## src/rtl/tw_pkg.sv

```systemverilog
package tw_pkg;
  localparam int AW      = 32;
  localparam int DW      = 32;
  localparam int L1_LSB  = 20;
  localparam int L1_BW   = AW - L1_LSB;
  localparam int L2_LSB  = 12;
  localparam int L2_BW   = L1_LSB - L2_LSB;
  localparam int BASE_LSB = L1_BW + 2;
  localparam int TBL_LSB  = L2_BW + 2;
  localparam int SUPER_BIT = 18;
  localparam int SZ_W    = 2;

  typedef enum logic [SZ_W-1:0] {
    SZ_4K  = 2'd0,
    SZ_64K = 2'd1,
    SZ_1M  = 2'd2,
    SZ_16M = 2'd3
  } size_e;

  typedef enum logic [1:0] {
    K_FAULT = 2'd0,
    K_TABLE = 2'd1,
    K_SECT  = 2'd2,
    K_SUPER = 2'd3
  } l1_kind_e;

  typedef enum logic [2:0] {
    ST_IDLE, ST_L1_REQ, ST_L1_WAIT, ST_L2_REQ, ST_L2_WAIT, ST_DONE
  } state_e;
endpackage

```

## src/rtl/tw_rst_sync.sv

```systemverilog
module tw_rst_sync (
  input  logic clk,
  input  logic rst_n,
  output logic rst_sync_n
);
  logic [1:0] sync_q;

  always_ff @(posedge clk or negedge rst_n) begin
    if (!rst_n) sync_q <= 2'b00;
    else        sync_q <= {sync_q[0], 1'b1};
  end

  assign rst_sync_n = sync_q[1];
endmodule

```

## src/rtl/tw_l1_dec.sv

```systemverilog
module tw_l1_dec
  import tw_pkg::*;
(
  input  logic [DW-1:0] desc_i,
  input  logic [AW-1:0] va_i,
  output l1_kind_e      kind_o,
  output logic [AW-1:0] pa_o,
  output size_e         size_o,
  output logic [AW-1:0] l2_addr_o
);
  always_comb begin
    unique case (desc_i[1:0])
      2'b01:   kind_o = K_TABLE;
      2'b10:   kind_o = desc_i[SUPER_BIT] ? K_SUPER : K_SECT;
      default: kind_o = K_FAULT;
    endcase
  end

  always_comb begin
    if (kind_o == K_SUPER) begin
      pa_o   = {desc_i[AW-1:24], va_i[23:0]};
      size_o = SZ_16M;
    end else begin
      pa_o   = {desc_i[AW-1:L1_LSB], va_i[L1_LSB-1:0]};
      size_o = SZ_1M;
    end
  end

  assign l2_addr_o = {desc_i[AW-1:TBL_LSB], va_i[L1_LSB-1:L2_LSB], 2'b00};
endmodule

```

## src/rtl/tw_l2_dec.sv

```systemverilog
module tw_l2_dec
  import tw_pkg::*;
(
  input  logic [DW-1:0] desc_i,
  input  logic [AW-1:0] va_i,
  output logic          fault_o,
  output logic [AW-1:0] pa_o,
  output size_e         size_o
);
  always_comb begin
    fault_o = 1'b0;
    if (desc_i[1]) begin
      pa_o   = {desc_i[AW-1:L2_LSB], va_i[L2_LSB-1:0]};
      size_o = SZ_4K;
    end else if (desc_i[0]) begin
      pa_o   = {desc_i[AW-1:16], va_i[15:0]};
      size_o = SZ_64K;
    end else begin
      fault_o = 1'b1;
      pa_o    = va_i;
      size_o  = SZ_4K;
    end
  end
endmodule

```

## src/rtl/tw_walker.sv

```systemverilog
module tw_walker
  import tw_pkg::*;
(
  input  logic          clk,
  input  logic          rst_n,
  input  logic [AW-1:0] base_i,
  input  logic          req_valid_i,
  output logic          req_ready_o,
  input  logic [AW-1:0] req_addr_i,
  output logic          mem_req_valid_o,
  input  logic          mem_req_ready_i,
  output logic [AW-1:0] mem_req_addr_o,
  input  logic          mem_rsp_valid_i,
  input  logic [DW-1:0] mem_rsp_data_i,
  output logic          res_valid_o,
  input  logic          res_ack_i,
  output logic [AW-1:0] res_pa_o,
  output logic [1:0]    res_size_o,
  output logic          res_fault_o
);
  logic          rst_sync_n;
  state_e        st_q, st_d;
  logic [AW-1:0] va_q, addr_q, addr_d, pa_q, pa_d;
  size_e         sz_q, sz_d;
  logic          flt_q, flt_d;
  logic          va_en, addr_en, res_en;

  l1_kind_e      l1_kind;
  logic [AW-1:0] l1_pa, l1_l2_addr, l2_pa;
  size_e         l1_sz, l2_sz;
  logic          l2_fault;

  tw_rst_sync i_rst_sync (.clk(clk), .rst_n(rst_n), .rst_sync_n(rst_sync_n));

  tw_l1_dec i_l1_dec (
    .desc_i(mem_rsp_data_i), .va_i(va_q), .kind_o(l1_kind),
    .pa_o(l1_pa), .size_o(l1_sz), .l2_addr_o(l1_l2_addr)
  );

  tw_l2_dec i_l2_dec (
    .desc_i(mem_rsp_data_i), .va_i(va_q), .fault_o(l2_fault),
    .pa_o(l2_pa), .size_o(l2_sz)
  );

  always_comb begin
    st_d    = st_q;
    addr_d  = addr_q;
    pa_d    = pa_q;
    sz_d    = sz_q;
    flt_d   = flt_q;
    va_en   = 1'b0;
    addr_en = 1'b0;
    res_en  = 1'b0;
    unique case (st_q)
      ST_IDLE: begin
        if (req_valid_i) begin
          st_d    = ST_L1_REQ;
          va_en   = 1'b1;
          addr_en = 1'b1;
          addr_d  = {base_i[AW-1:BASE_LSB], req_addr_i[AW-1:L1_LSB], 2'b00};
        end
      end
      ST_L1_REQ: if (mem_req_ready_i) st_d = ST_L1_WAIT;
      ST_L1_WAIT: begin
        if (mem_rsp_valid_i) begin
          if (l1_kind == K_TABLE) begin
            st_d    = ST_L2_REQ;
            addr_en = 1'b1;
            addr_d  = l1_l2_addr;
          end else begin
            st_d   = ST_DONE;
            res_en = 1'b1;
            if (l1_kind == K_FAULT) begin
              pa_d  = va_q;
              sz_d  = SZ_4K;
              flt_d = 1'b1;
            end else begin
              pa_d  = l1_pa;
              sz_d  = l1_sz;
              flt_d = 1'b0;
            end
          end
        end
      end
      ST_L2_REQ: if (mem_req_ready_i) st_d = ST_L2_WAIT;
      ST_L2_WAIT: begin
        if (mem_rsp_valid_i) begin
          st_d   = ST_DONE;
          res_en = 1'b1;
          pa_d   = l2_pa;
          sz_d   = l2_sz;
          flt_d  = l2_fault;
        end
      end
      ST_DONE: if (res_ack_i) st_d = ST_IDLE;
      default: st_d = ST_IDLE;
    endcase
  end

  always_ff @(posedge clk or negedge rst_sync_n) begin
    if (!rst_sync_n) st_q <= ST_IDLE;
    else             st_q <= st_d;
  end

  always_ff @(posedge clk) begin
    if (va_en)   va_q   <= req_addr_i;
    if (addr_en) addr_q <= addr_d;
    if (res_en) begin
      pa_q  <= pa_d;
      sz_q  <= sz_d;
      flt_q <= flt_d;
    end
  end

  assign req_ready_o     = (st_q == ST_IDLE);
  assign mem_req_valid_o = (st_q == ST_L1_REQ) || (st_q == ST_L2_REQ);
  assign mem_req_addr_o  = addr_q;
  assign res_valid_o     = (st_q == ST_DONE);
  assign res_pa_o        = pa_q;
  assign res_size_o      = sz_q;
  assign res_fault_o     = flt_q;
endmodule

```

## config.mk

```make
export PLATFORM = sky130hd
export DESIGN_NAME = tw_walker
export DESIGN_NICKNAME = d
export VERILOG_FILES = /design/src/rtl/tw_pkg.sv /design/src/rtl/tw_rst_sync.sv /design/src/rtl/tw_l1_dec.sv /design/src/rtl/tw_l2_dec.sv /design/src/rtl/tw_walker.sv
export SDC_FILE = /design/constraint.sdc
export NUM_CORES = 1
export LEC_CHECK = 0
export CORE_MARGIN = 2
export CORE_UTILIZATION = 45
export DETAILED_ROUTE_END_ITERATION = 8
export GPL_TIMING_DRIVEN = 0
export HOLD_SLACK_MARGIN = 0.12
export PLACE_DENSITY = 0.85
export SKIP_CTS_REPAIR_TIMING = 1
export SLEW_MARGIN = 30
export SYNTH_ARGS = -nofsm -noshare
export SYNTH_HDL_FRONTEND = slang
export SYNTH_SLANG_ARGS = --single-unit
```

## constraint.sdc

```tcl
create_clock -name clk -period 2.4 [get_ports clk]
set_input_delay 0.36 -clock clk [delete_from_list [all_inputs] [get_ports clk]]
set_output_delay 0.36 -clock clk [all_outputs]
set_load 0.1 [all_outputs]
```

# Yosys cells after proc, flatten, opt, wreduce, memory -nomap -nowiden
# Cells that the tools add are included.
[word_totals]
out_inout_bits = 70
register_bits = 104
wordCells = 78
inputBits = 102
[classes]
eq_ne = 17
reduce_logical = 8
mux = 46
[ops]
columns = ["cell", "n"]
rows = [
  ["32-bit two-way mux", 9],
  ["32-bit case mux with 2 select lines", 2],
  ["24-bit two-way mux", 1],
  ["3-bit two-way mux", 7],
  ["3-bit case mux with 6 select lines", 1],
  ["1-bit two-way mux", 16],
  ["2-bit != test, second input constant", 7],
  ["2-bit two-way mux", 5],
  ["5-bit AND reduction", 2],
  ["2-bit case mux with 2 select lines", 2],
  ["3-bit by 2-bit == test with 1-bit output, second input constant", 2],
  ["3-bit == test, second input constant", 2],
  ["1-bit case mux with 2 select lines", 3],
  ["6-bit AND reduction", 1],
  ["2-bit by 1-bit == test with 1-bit output, second input constant", 2],
  ["2-bit == test, second input constant", 2],
  ["2-bit nonzero test", 2],
  ["3-bit by 1-bit == test with 1-bit output, second input constant", 1],
  ["3-bit logical NOT", 1],
  ["2-bit logical NOT", 1],
  ["2-bit by 1-bit != test with 1-bit output, second input constant", 1],
  ["1-bit logical OR", 1],
]

# Longest topological paths before layout
# Gate-level depths: netlist of the first run.
[depth]
depth_word = 8
ltp_mapped = 6
mapped_depth_nobuf = 6

# By module
# A second synthesis of the first run with hierarchy kept.
[unflattened]
hier_cells = 398
area_unflattened_um2 = 5397.7
[modules_own_cells]
columns = ["mod", "area_per_inst_um2", "seq_area_each_um2", "cells_per_inst", "instances"]
rows = [
  ["tw_walker", 4339.2, 3047.9, 282, 1],
  ["tw_l1_dec", 586.8, 0.0, 75, 1],
  ["tw_l2_dec", 417.9, 0.0, 38, 1],
  ["tw_rst_sync", 53.8, 50.0, 3, 1],
]

# Worst setup path before layout of the first run
# OpenSTA, ideal clock, no wires.
[synth_path]
path_type = "register to register"
from = "register st_q[1]"
to = "register addr_q[10], in the netlist mem_req_addr_o[10] (enable)"
required_time_ns = 2.025
setup_time_ns = 0.375
synth_period_minus_slack_ns = 4.640
n_path_buf = 1
path_stages_with_launch = 5
arrival_time_ns = 4.265
slack_ns = -2.240
cell_sequence = "dfrtp_1 -> buf_2 -> nor3_1 -> and2_1 -> a31o_2"
[synth_between]
elab_chain_len = 3
word_cells_on_any_way = 8
cone_classes = "eq/ne (4); mux (1); reduce/logical (3)"
[synth_rtl]
columns = ["element", "line", "rtl"]
rows = [
  ["start: declaration", "tw_walker.sv:22", "state_e st_q, st_d;"],
  ["start signal: assignment", "tw_walker.sv:102", "else st_q <= st_d;"],
  ["3-bit logical NOT (*)", "-", ""],
  ["via req_ready_o", "tw_walker.sv:8", "output logic req_ready_o,"],
  ["1-bit case mux with 2 select lines, or another cell as far along", "tw_walker.sv:54", "unique case (st_q)"],
  ["5-bit AND reduction (no line) (*)", "-", ""],
  ["end signal: assignment", "tw_walker.sv:107", "if (addr_en) addr_q <= addr_d;"],
  ["end: declaration", "tw_walker.sv:23", "logic [AW-1:0] va_q, addr_q, addr_d, pa_q, pa_d;"],
]
# The timed path passes the listed nets; every way through them passes the cells marked *.
# A chain may end at the register's enable or synchronous reset.

# Worst setup path after layout of the first run
[layout_path]
from = "register st_q[0]"
to = "register pa_q[18], in the netlist res_pa_o[18] (data pin)"
[layout_between]
elab_chain_len = 2
word_cells_on_any_way = 3
cone_classes = "eq/ne (2); mux (1)"
[layout_rtl]
columns = ["element", "line", "rtl"]
rows = [
  ["3-bit == test or 3-bit by 2-bit == test with 1-bit output (tied branches)", "tw_walker.sv:54", ""],
  ["32-bit case mux with 2 select lines (*)", "tw_walker.sv:54", ""],
  ["via pa_d[18]", "tw_walker.sv:23", ""],
  ["end signal: assignment", "tw_walker.sv:109", "pa_q <= pa_d;"],
  ["end: declaration", "tw_walker.sv:23", ""],
]
# Marked as above.

==> results of run 1 <==
==> power groups by stage <==
stage	Sequential, uW	Clock [uW]	Combinational, uW
final	2560	1120	3380
after CTS	2570	1130	3340
after global routing	2600	1210	3490
after floorplan	4120	0	958
after global placement	2590	0	3270
after detailed placement	2610	0	3330
==> metrics by stage <==
stage | util, % | power [uW]
global route | 68.8 | 7300
detailed placement | 65.4 | 5940
CTS | 67.8 | 7040
finish | 68.8 | 7060
global placement | 65.1 | 5860
floorplan | - | 5080
==> cell usage after synthesis, types with 3 or more instances <==
| cell | n |
|---|---|
| a21oi_1 | 7 |
| buf_2 | 6 |
| buf_4 | 3 |
| dfrtp_1 | 5 |
| edfxtp_1 | 97 |
| ha_1 | 3 |
| inv_1 | 6 |
| mux2_2 | 49 |
| nor2_1 | 3 |
| nor3_1 | 4 |
| o21ai_0 | 4 |
==> critical path, stage by stage (launching register included) <==
cell and delay (ps):
dfrtp_1 390, buf_6 140, or3b_1 360, buf_2 200, a21oi_1 540, mux2_2 410
==> worst min-delay path by stage <==
stage / cells past startpoint / start / end / slack [ps]
finish: 1 / rst_n / i_rst_sync.sync_q[1] / 140
detailed placement: 0 / i_rst_sync.sync_q[1] / st_q[2] / 40
CTS: 0 / i_rst_sync.sync_q[1] / st_q[2] / 50
global route: 1 / rst_n / i_rst_sync.sync_q[1] / 130
floorplan: 0 / i_rst_sync.sync_q[1] / st_q[0] / 30
global placement: 0 / i_rst_sync.sync_q[1] / st_q[2] / 40
==> flip-flops by register name, indices dropped and copies added (netlist names) <==
signal and cells:
va_q 32, res_pa_o 32, mem_req_addr_o 30, i_rst_sync.sync_q 2, res_fault_o 1, st_q 3
res_size_o 2
==> layer usage <==
| metal | vias up | GRT usage, % |
|---|---|---|
| met5 | - | 0 |
| met4 | 0 | 9.40 |
| met3 | 13 | 5.08 |
| met2 | 97 | 31.8 |
| met1 | 1221 | 22.5 |
| li1 | 1152 | - |
==> kinds of logic after synthesis <==
group                      count (synthesis)  synth area share (%)
AOI/OAI and AO/OA                         20                  3.19
adders and majority gates                  3                 0.947
buffers and inverters                     15                  1.89
DFF                                      102                  76.6
muxes                                     50                  14.2
other                                      2                 0.189
and+or+nand+nor                           18                  2.97
==> final cells by class <==
cell class                 count  share of cell area [%]
sequential                   102                    51.2
clock buffer                  10                    2.15
clock inverter                 6                    1.33
buffer                         9                    1.05
multi-input combinational     95                    15.7
inverter                       6                   0.379
timing repair buffer         154                    26.0
tap                          108                    2.28
==> results.ini, run 1 <==
[outcome]
outcome=completed

[clock_network]
clk_latency_ps=360
cts_tree=built
cts_buffer_depth=2
clockRootBuffer=clkbuf_8
cts.sinks=102
clk_pin_slew_ps=100
htreeDepth=3
numCtsBuffers=9

[floorplanning]
core_area_mm2=0.00864
die_w_um=97.9
die_h_um=97.9
start_util_pct=45.9
rows=34
die_area_mm2=0.00958
pin_count=172

[sta]
slew_viol_final=0
tightest_slew_ps=1010
hold_violations=0
setup_ws_ps=114
hold_ws_ps=143
fin_worst_skew_ps=8.65
fin_crit_ps=2290
slew_headroom_pct=32.4
setup_viol=0
layout_worst_path_cycle_share_pct=95.2
max_freq_ghz=0.437
setup_tns_ps=0
rsz0062_at_grt=no

[global_route]
antenna_found_initial=0
grt_pass1_vias=2582
grt_max_degree=34
overflow=0
grt_pass1_wl_um=13600
grt_util_all_layers_pct=18.9

[routing]
drc=0
drt_iter0_markers=134
routed_wl_um=9240
viasPerCell=5.07
wl_met1_um=3580
dr.pass1.iters=5
vias=2483
top_layer_used=met4
routedWlPerCell_um=18.9
met3_length_um=599
wl_met2_um=4880
drtAntennaViolNets=0

[yosys]
synth_top_cell_by_area=edfxtp_1
synth_edf_count=97
synth-main-ff-cell=edfxtp_1
synth_area_mm2=0.00397
yosysSeqAreaShare_pct=76.6
synth.distinct_cells=31
synth_seq_cells=102
avgSynthCellArea_um2=18.9
yosys.area.top_type_share_pct=73.5
async_flop_share_pct=4.90
synthCells=210
ys_warn_count=0
synth_area_leaders=edfxtp_1, mux2_2, dfrtp_1, ha_1, a21oi_1

[critical_path]
start_kind=flip-flop
endpoint=res_pa_o[18]
cp_data_required_time_ps=2510
cp-end-kind=flip-flop
arrival_ps=2400
crit_type=flip-flop to flip-flop
regToRegSetupSlack_ps=110
r2r-start=st_q[0]
crit_fanout=10
rr_endpoint=res_pa_o[18]
crit_start=st_q[0]
reg2regPathDepth=5

[place]
place_congestion=0.898
dp_slack_ps=-375
place_area_mm2=0.00565
io_buffers=147
dp_cells=467
hpwl_um=6420

[finish]
mostFrequentLayoutCell=clkdlybuf4s50_1
fill_cells=602
final_cell_mix=clkdlybuf4s50_1, edfxtp_1, mux2_2, clkbuf_8, buf_4
syn2layout_area_growth_pct=49.8
fin_area_mm2=0.00594
nets=482
layoutNonFillerInstCount=490
multi_input_area_um2=932
seq_area_mm2=0.00304
antenna_cells=0
drive_above_1_share_pct=24.3

[pwr]
p_int_uw=3890
power.switching_uw=3170
ir_drop_mv=0.520
p_seq_share_pct=36.3
p_clk_share_pct=15.8
p_leak_uw=0.00210
power_per_cell_area_mw_per_mm2=1190
switching_share_pct=44.9
power.share.combinational_pct=47.9

[hold_path]
hold_class=input pin to async pin

[job]
cap_violations=0

No activity file was read; power rests on OpenSTA's default activity.
==> inputs of run 2 (changes only) <==
--- a/config.mk
+++ b/config.mk
@@ -10,6 +10,7 @@
 export DETAILED_ROUTE_END_ITERATION = 8
 export GPL_TIMING_DRIVEN = 0
 export HOLD_SLACK_MARGIN = 0.12
+export MAX_ROUTING_LAYER = met4
 export PLACE_DENSITY = 0.85
 export SKIP_CTS_REPAIR_TIMING = 1
 export SLEW_MARGIN = 30
==> results.ini, run 2 (synthesis results as in run 1) <==
[outcome]
outcome=completed  ; unchanged

[critical_path]
regToRegSetupSlack_ps=130  ; was 110 ps
cp-end-kind=flip-flop  ; unchanged
r2r-start=st_q[0]  ; unchanged
arrival_ps=2390  ; was 2400 ps
crit_fanout=10  ; unchanged
rr_endpoint=res_pa_o[18]  ; unchanged
start_kind=flip-flop  ; unchanged
reg2regPathDepth=5  ; unchanged
crit_type=flip-flop to flip-flop  ; unchanged
cp_data_required_time_ps=2520  ; was 2510 ps

[finish]
drive_above_1_share_pct=24.3  ; unchanged
final_cell_mix=clkdlybuf4s50_1, edfxtp_1, mux2_2, clkbuf_8, buf_4  ; unchanged
mostFrequentLayoutCell=clkdlybuf4s50_1  ; unchanged
nets=482  ; unchanged
syn2layout_area_growth_pct=49.8  ; unchanged
antenna_cells=0  ; unchanged

[floorplanning]
die_area_mm2=0.00958  ; unchanged
core_area_mm2=0.00864  ; unchanged
die_w_um=97.9  ; unchanged
pin_count=172  ; unchanged
rows=34  ; unchanged
start_util_pct=45.9  ; unchanged
die_h_um=97.9  ; unchanged

[clock_network]
clockRootBuffer=clkbuf_8  ; unchanged
numCtsBuffers=9  ; unchanged
clk_latency_ps=370  ; was 360 ps
cts_buffer_depth=2  ; unchanged
htreeDepth=3  ; unchanged
cts_tree=built  ; unchanged
clk_pin_slew_ps=100  ; about the same
cts.sinks=102  ; unchanged

[pwr]
power_per_cell_area_mw_per_mm2=1190  ; about the same
ir_drop_mv=0.517  ; was 0.520 mV
p_leak_uw=0.00210  ; unchanged

[sta]
hold_ws_ps=140  ; was 143 ps
rsz0062_at_grt=no  ; unchanged
fin_crit_ps=2270  ; was 2290 ps
setup_ws_ps=127  ; was 114 ps
setup_viol=0  ; unchanged
slew_headroom_pct=32.7  ; was 32.4%
tightest_slew_ps=1010  ; about the same
layout_worst_path_cycle_share_pct=94.7  ; was 95.2%
slew_viol_final=0  ; unchanged
hold_violations=0  ; unchanged
setup_tns_ps=0  ; unchanged
max_freq_ghz=0.440  ; was 0.437 GHz
fin_worst_skew_ps=9.07  ; was 8.65 ps

[routing]
routed_wl_um=9240  ; about the same
drtAntennaViolNets=0  ; unchanged
drt_iter0_markers=124  ; was 134
drc=0  ; unchanged
routedWlPerCell_um=18.9  ; about the same
vias=2484  ; was 2,483
dr.pass1.iters=4  ; was 5
viasPerCell=5.07  ; about the same

[global_route]
overflow=0  ; unchanged
top_usage_layer=met2  ; unchanged
grt_max_degree=34  ; unchanged
grt_util_all_layers_pct=19.5  ; was 18.9%
grt_pass1_vias=2585  ; was 2,582
groute.layer.met3.usage_pct=4.08  ; was 5.08%
antenna_found_initial=0  ; unchanged
grtUsageMet1_pct=23.3  ; was 22.5%
grt_pass1_wl_um=13500  ; was 13,600 um
use_met2_pct=31.8  ; about the same

[place]
dp_slack_ps=-375  ; unchanged
hpwl_um=6420  ; unchanged
place_congestion=0.914  ; was 0.898
io_buffers=147  ; unchanged

[job]
cap_violations=0  ; unchanged

[hold_path]
hold_class=input pin to async pin  ; unchanged

==> run 2: where the power goes <==
group	internal, uW	switching, uW	leakage (uW)
clock	503	618	0.000104
sequential	2470	95.5	0.000954
combinational	919	2460	0.00104
==> run 2: final cells by class <==
type / instances / area [um2]
Multi-Input combinational cell: 95 / 932
Fill cell: 602 / 2700
Clock inverter: 6 / 78.8
Inverter: 6 / 22.5
Sequential cell: 102 / 3040
Clock buffer: 10 / 128
Timing Repair Buffer: 154 / 1540
Buffer: 9 / 62.6
Tap cell: 108 / 135
==> run 2: how the worst max path moves through the flow <==
| stage | depth (start not counted) | slack (ps) | endpoint | from |
|---|---|---|---|---|
| 6_report | 5 | 130 | res_pa_o[18] | st_q[0] |
| 5_1_grt | 5 | 20 | mem_req_addr_o[12] | st_q[1] |
| 4_1_cts | 4 | -260 | mem_req_valid_o | st_q[0] |
| 3_5_place_dp | 7 | -370 | res_pa_o[21] | mem_rsp_data_i[1] |
| 3_3_place_gp | 5 | -490 | res_pa_o[4] | mem_rsp_data_i[1] |
| 2_1_floorplan | 4 | -100 | mem_req_addr_o[10] | st_q[2] |
==> run 2: through the flow <==
stage | power (uW) | instance area (um2) | cells | utilization [%]
finish | 7060 | 5940 | 490 | 68.8
global placement | 5860 | 5620 | 466 | 65.1
CTS | 7040 | 5850 | 483 | 67.8
global route | 7300 | 5940 | 490 | 68.8
floorplan | 5080 | 4020 | 211 | -
detailed placement | 5940 | 5650 | 467 | 65.4
==> run 2: critical path: stages, from the launching register on <==
cell     delay (ps)
dfrtp_1         390
buf_6           140
or3b_1          360
buf_2           200
a21oi_1         530
mux2_2          410
==> run 2: metal layers <==
| metal | wire length [um] | part of all wire, % |
|---|---|---|
| met1 | 3680 | 40 |
| met2 | 4830 | 52 |
| met3 | 524 | 5.7 |
| met4 | 204 | 2.2 |
| met5 | 0 | 0 |
==> inputs of run 3 (changes only) <==
==> constraint.sdc (replaced) <==
create_clock -name clk -period 2.8 [get_ports clk]
set_input_delay 0.42 -clock clk [delete_from_list [all_inputs] [get_ports clk]]
set_output_delay 0.42 -clock clk [all_outputs]
set_load 0.1 [all_outputs]
==> results.ini, run 3 (synthesis results as in run 1) <==
[pwr]
power.switching_uw=2690  ; was 3170 uW
power.share.combinational_pct=47.5  ; was 47.9%
total_power_uw=5980  ; was 7060 uW
switching_share_pct=45.0  ; was 44.9%
p_seq_share_pct=36.7  ; was 36.3%
p_int_uw=3290  ; was 3890 uW
p_leak_uw=0.00205  ; was 0.00210 uW
ir_drop_mv=0.522  ; was 0.517 mV
p_clk_share_pct=15.8  ; was 15.9%
power_per_cell_area_mw_per_mm2=1020  ; was 1190 mW/mm2

[critical_path]
r2r-start=st_q[1]  ; was st_q[0]
crit_fanout=10  ; unchanged
crit_type=flip-flop to output port  ; was flip-flop to flip-flop
crit_chain=buf_2 -> nor3_4 -> clkdlybuf4s50_1  ; was buf_6 -> or3b_1 -> buf_2 -> a21oi_1 -> mux2_2
regToRegSetupSlack_ps=230  ; was 130 ps
arrival_ps=2240  ; was 2390 ps
cp-end-kind=output port  ; was flip-flop
crit_path_top_delay_cell=clkdlybuf4s50_1  ; was a21oi_1
reg2regPathDepth=5  ; unchanged
endpoint=req_ready_o  ; was res_pa_o[18]
start_kind=flip-flop  ; unchanged
slowest_delay_ps=1150  ; was 530 ps
cp_data_required_time_ps=2380  ; was 2520 ps
crit_start=st_q[0]  ; unchanged
rr_endpoint=mem_req_addr_o[30]  ; was res_pa_o[18]

[global_route]
antenna_found_initial=0  ; unchanged
grt_pass1_wl_um=13400  ; was 13,500 um
grt_util_all_layers_pct=19.1  ; was 19.5%
grt_pass1_vias=2689  ; was 2,585
overflow=0  ; unchanged
grt_max_degree=34  ; unchanged

[floorplanning]
start_util_pct=45.9  ; unchanged
die_h_um=97.9  ; unchanged
die_area_mm2=0.00958  ; unchanged
pin_count=172  ; unchanged
core_area_mm2=0.00864  ; unchanged
rows=34  ; unchanged
die_w_um=97.9  ; unchanged

[clock_network]
clockRootBuffer=clkbuf_8  ; unchanged
cts_tree=built  ; unchanged
cts.sinks=102  ; unchanged
clk_latency_ps=360  ; was 370 ps
clk_pin_slew_ps=100  ; about the same
htreeDepth=3  ; unchanged
cts_buffer_depth=2  ; unchanged
numCtsBuffers=9  ; unchanged

[sta]
hold_violations=0  ; unchanged
max_freq_ghz=0.376
tightest_slew_ps=1010  ; about the same
layout_worst_path_cycle_share_pct=95.1
rsz0062_at_grt=no  ; unchanged
setup_ws_ps=137  ; was 127 ps
fin_crit_ps=2660
slew_headroom_pct=32.3  ; was 32.7%
slew_viol_final=0  ; unchanged
setup_viol=0  ; unchanged
fin_worst_skew_ps=11.4  ; was 9.07 ps

[finish]
multi_input_area_um2=901  ; was 932 um2
fill_cells=613  ; was 602
fin_area_mm2=0.00587  ; was 0.00594 mm2
seq_area_mm2=0.00304  ; unchanged
final_cell_mix=clkdlybuf4s50_1, edfxtp_1, mux2_2, clkbuf_8  ; was clkdlybuf4s50_1, edfxtp_1, mux2_2, clkbuf_8, buf_4
antenna_cells=0  ; unchanged
drive_above_1_share_pct=22.3  ; was 24.3%
mostFrequentLayoutCell=clkdlybuf4s50_1  ; unchanged
syn2layout_area_growth_pct=47.9  ; was 49.8%
nets=476  ; was 482
layoutNonFillerInstCount=484  ; was 490

[routing]
routed_wl_um=8930  ; was 9240 um
viasPerCell=5.06  ; was 5.07
routedWlPerCell_um=18.4  ; was 18.9 um
dr.pass1.iters=4  ; unchanged
drc=0  ; unchanged
drt_iter0_markers=120  ; was 124
drtAntennaViolNets=0  ; unchanged
vias=2449  ; was 2,484

[place]
place_congestion=0.842  ; was 0.914
dp_cells=467  ; unchanged
place_area_mm2=0.00564  ; was 0.00565 mm2
hpwl_um=6410  ; was 6420 um
dp_slack_ps=-95.6  ; was -375 ps
io_buffers=147  ; unchanged

[hold_path]
hold_class=input pin to async pin  ; unchanged

[outcome]
outcome=completed  ; unchanged

[job]
cap_violations=0  ; unchanged

==> run 3: cell types whose count changed in the layout (fill, tap and decap cells not counted), moves of 2 or more <==
| cell | change |
|---|---|
| buf_4 | -4 |
| clkinv_4 | -2 |
| inv_6 | +2 |
| buf_6 | -2 |
==> run 3: area by class of cell <==
type / instances / area share [%]
clock buffer: 9 / 2.11
sequential: 102 / 51.8
tap: 108 / 2.30
buffer: 9 / 0.896
timing repair buffer: 149 / 25.8
inverter: 6 / 0.384
multi-input combinational: 94 / 15.4
clock inverter: 7 / 1.34
==> run 3: power by group through the flow <==
stage	Clock, uW	Sequential [uW]	Combinational, uW
5_1_grt	1020	2220	2930
3_5_place_dp	0	2230	2840
6_report	946	2190	2840
4_1_cts	963	2200	2850
2_1_floorplan	0	3530	797
3_3_place_gp	0	2220	2770
==> run 3: stage by stage <==
stage | setup TNS (ps) | hold WS (ps) | utilization (%)
floorplan | 0 | 26.5 | -
global placement | -26330 | 36.9 | 64.8
detailed placement | -2970 | 39.6 | 65.3
CTS | -2650 | 46.3 | 67.6
global route | 0 | 212 | 67.9
finish | 0 | 220 | 67.9
==> run 3: routing by layer <==
metal | up-vias | GRT usage, % | part of all wire [%]
li1 | 1133 | - | -
met1 | 1189 | 21.3 | 39
met2 | 112 | 33.2 | 54
met3 | 15 | 4.65 | 6.0
met4 | 0 | 6.94 | 1.8
met5 | - | - | 0
==> run 3: how the worst min path moves through the flow <==
| stage | startpoint | end | slack [ps] | cells past startpoint |
|---|---|---|---|---|
| floorplan | i_rst_sync.sync_q[1] | st_q[0] | 30 | 0 |
| global placement | i_rst_sync.sync_q[1] | st_q[2] | 40 | 0 |
| detailed placement | i_rst_sync.sync_q[1] | st_q[0] | 40 | 0 |
| CTS | i_rst_sync.sync_q[1] | st_q[0] | 50 | 0 |
| global route | rst_n | i_rst_sync.sync_q[0] | 210 | 1 |
| finish | rst_n | i_rst_sync.sync_q[1] | 220 | 1 |
==> run 3: worst max-delay path: cells and delay by family, from the launching register on <==
| kind | cells | cell delay (ps) |
|---|---|---|
| buffers and inverters | 2 | 1340 |
| flip-flops | 1 | 370 |
| AND/OR/NAND/NOR | 1 | 180 |
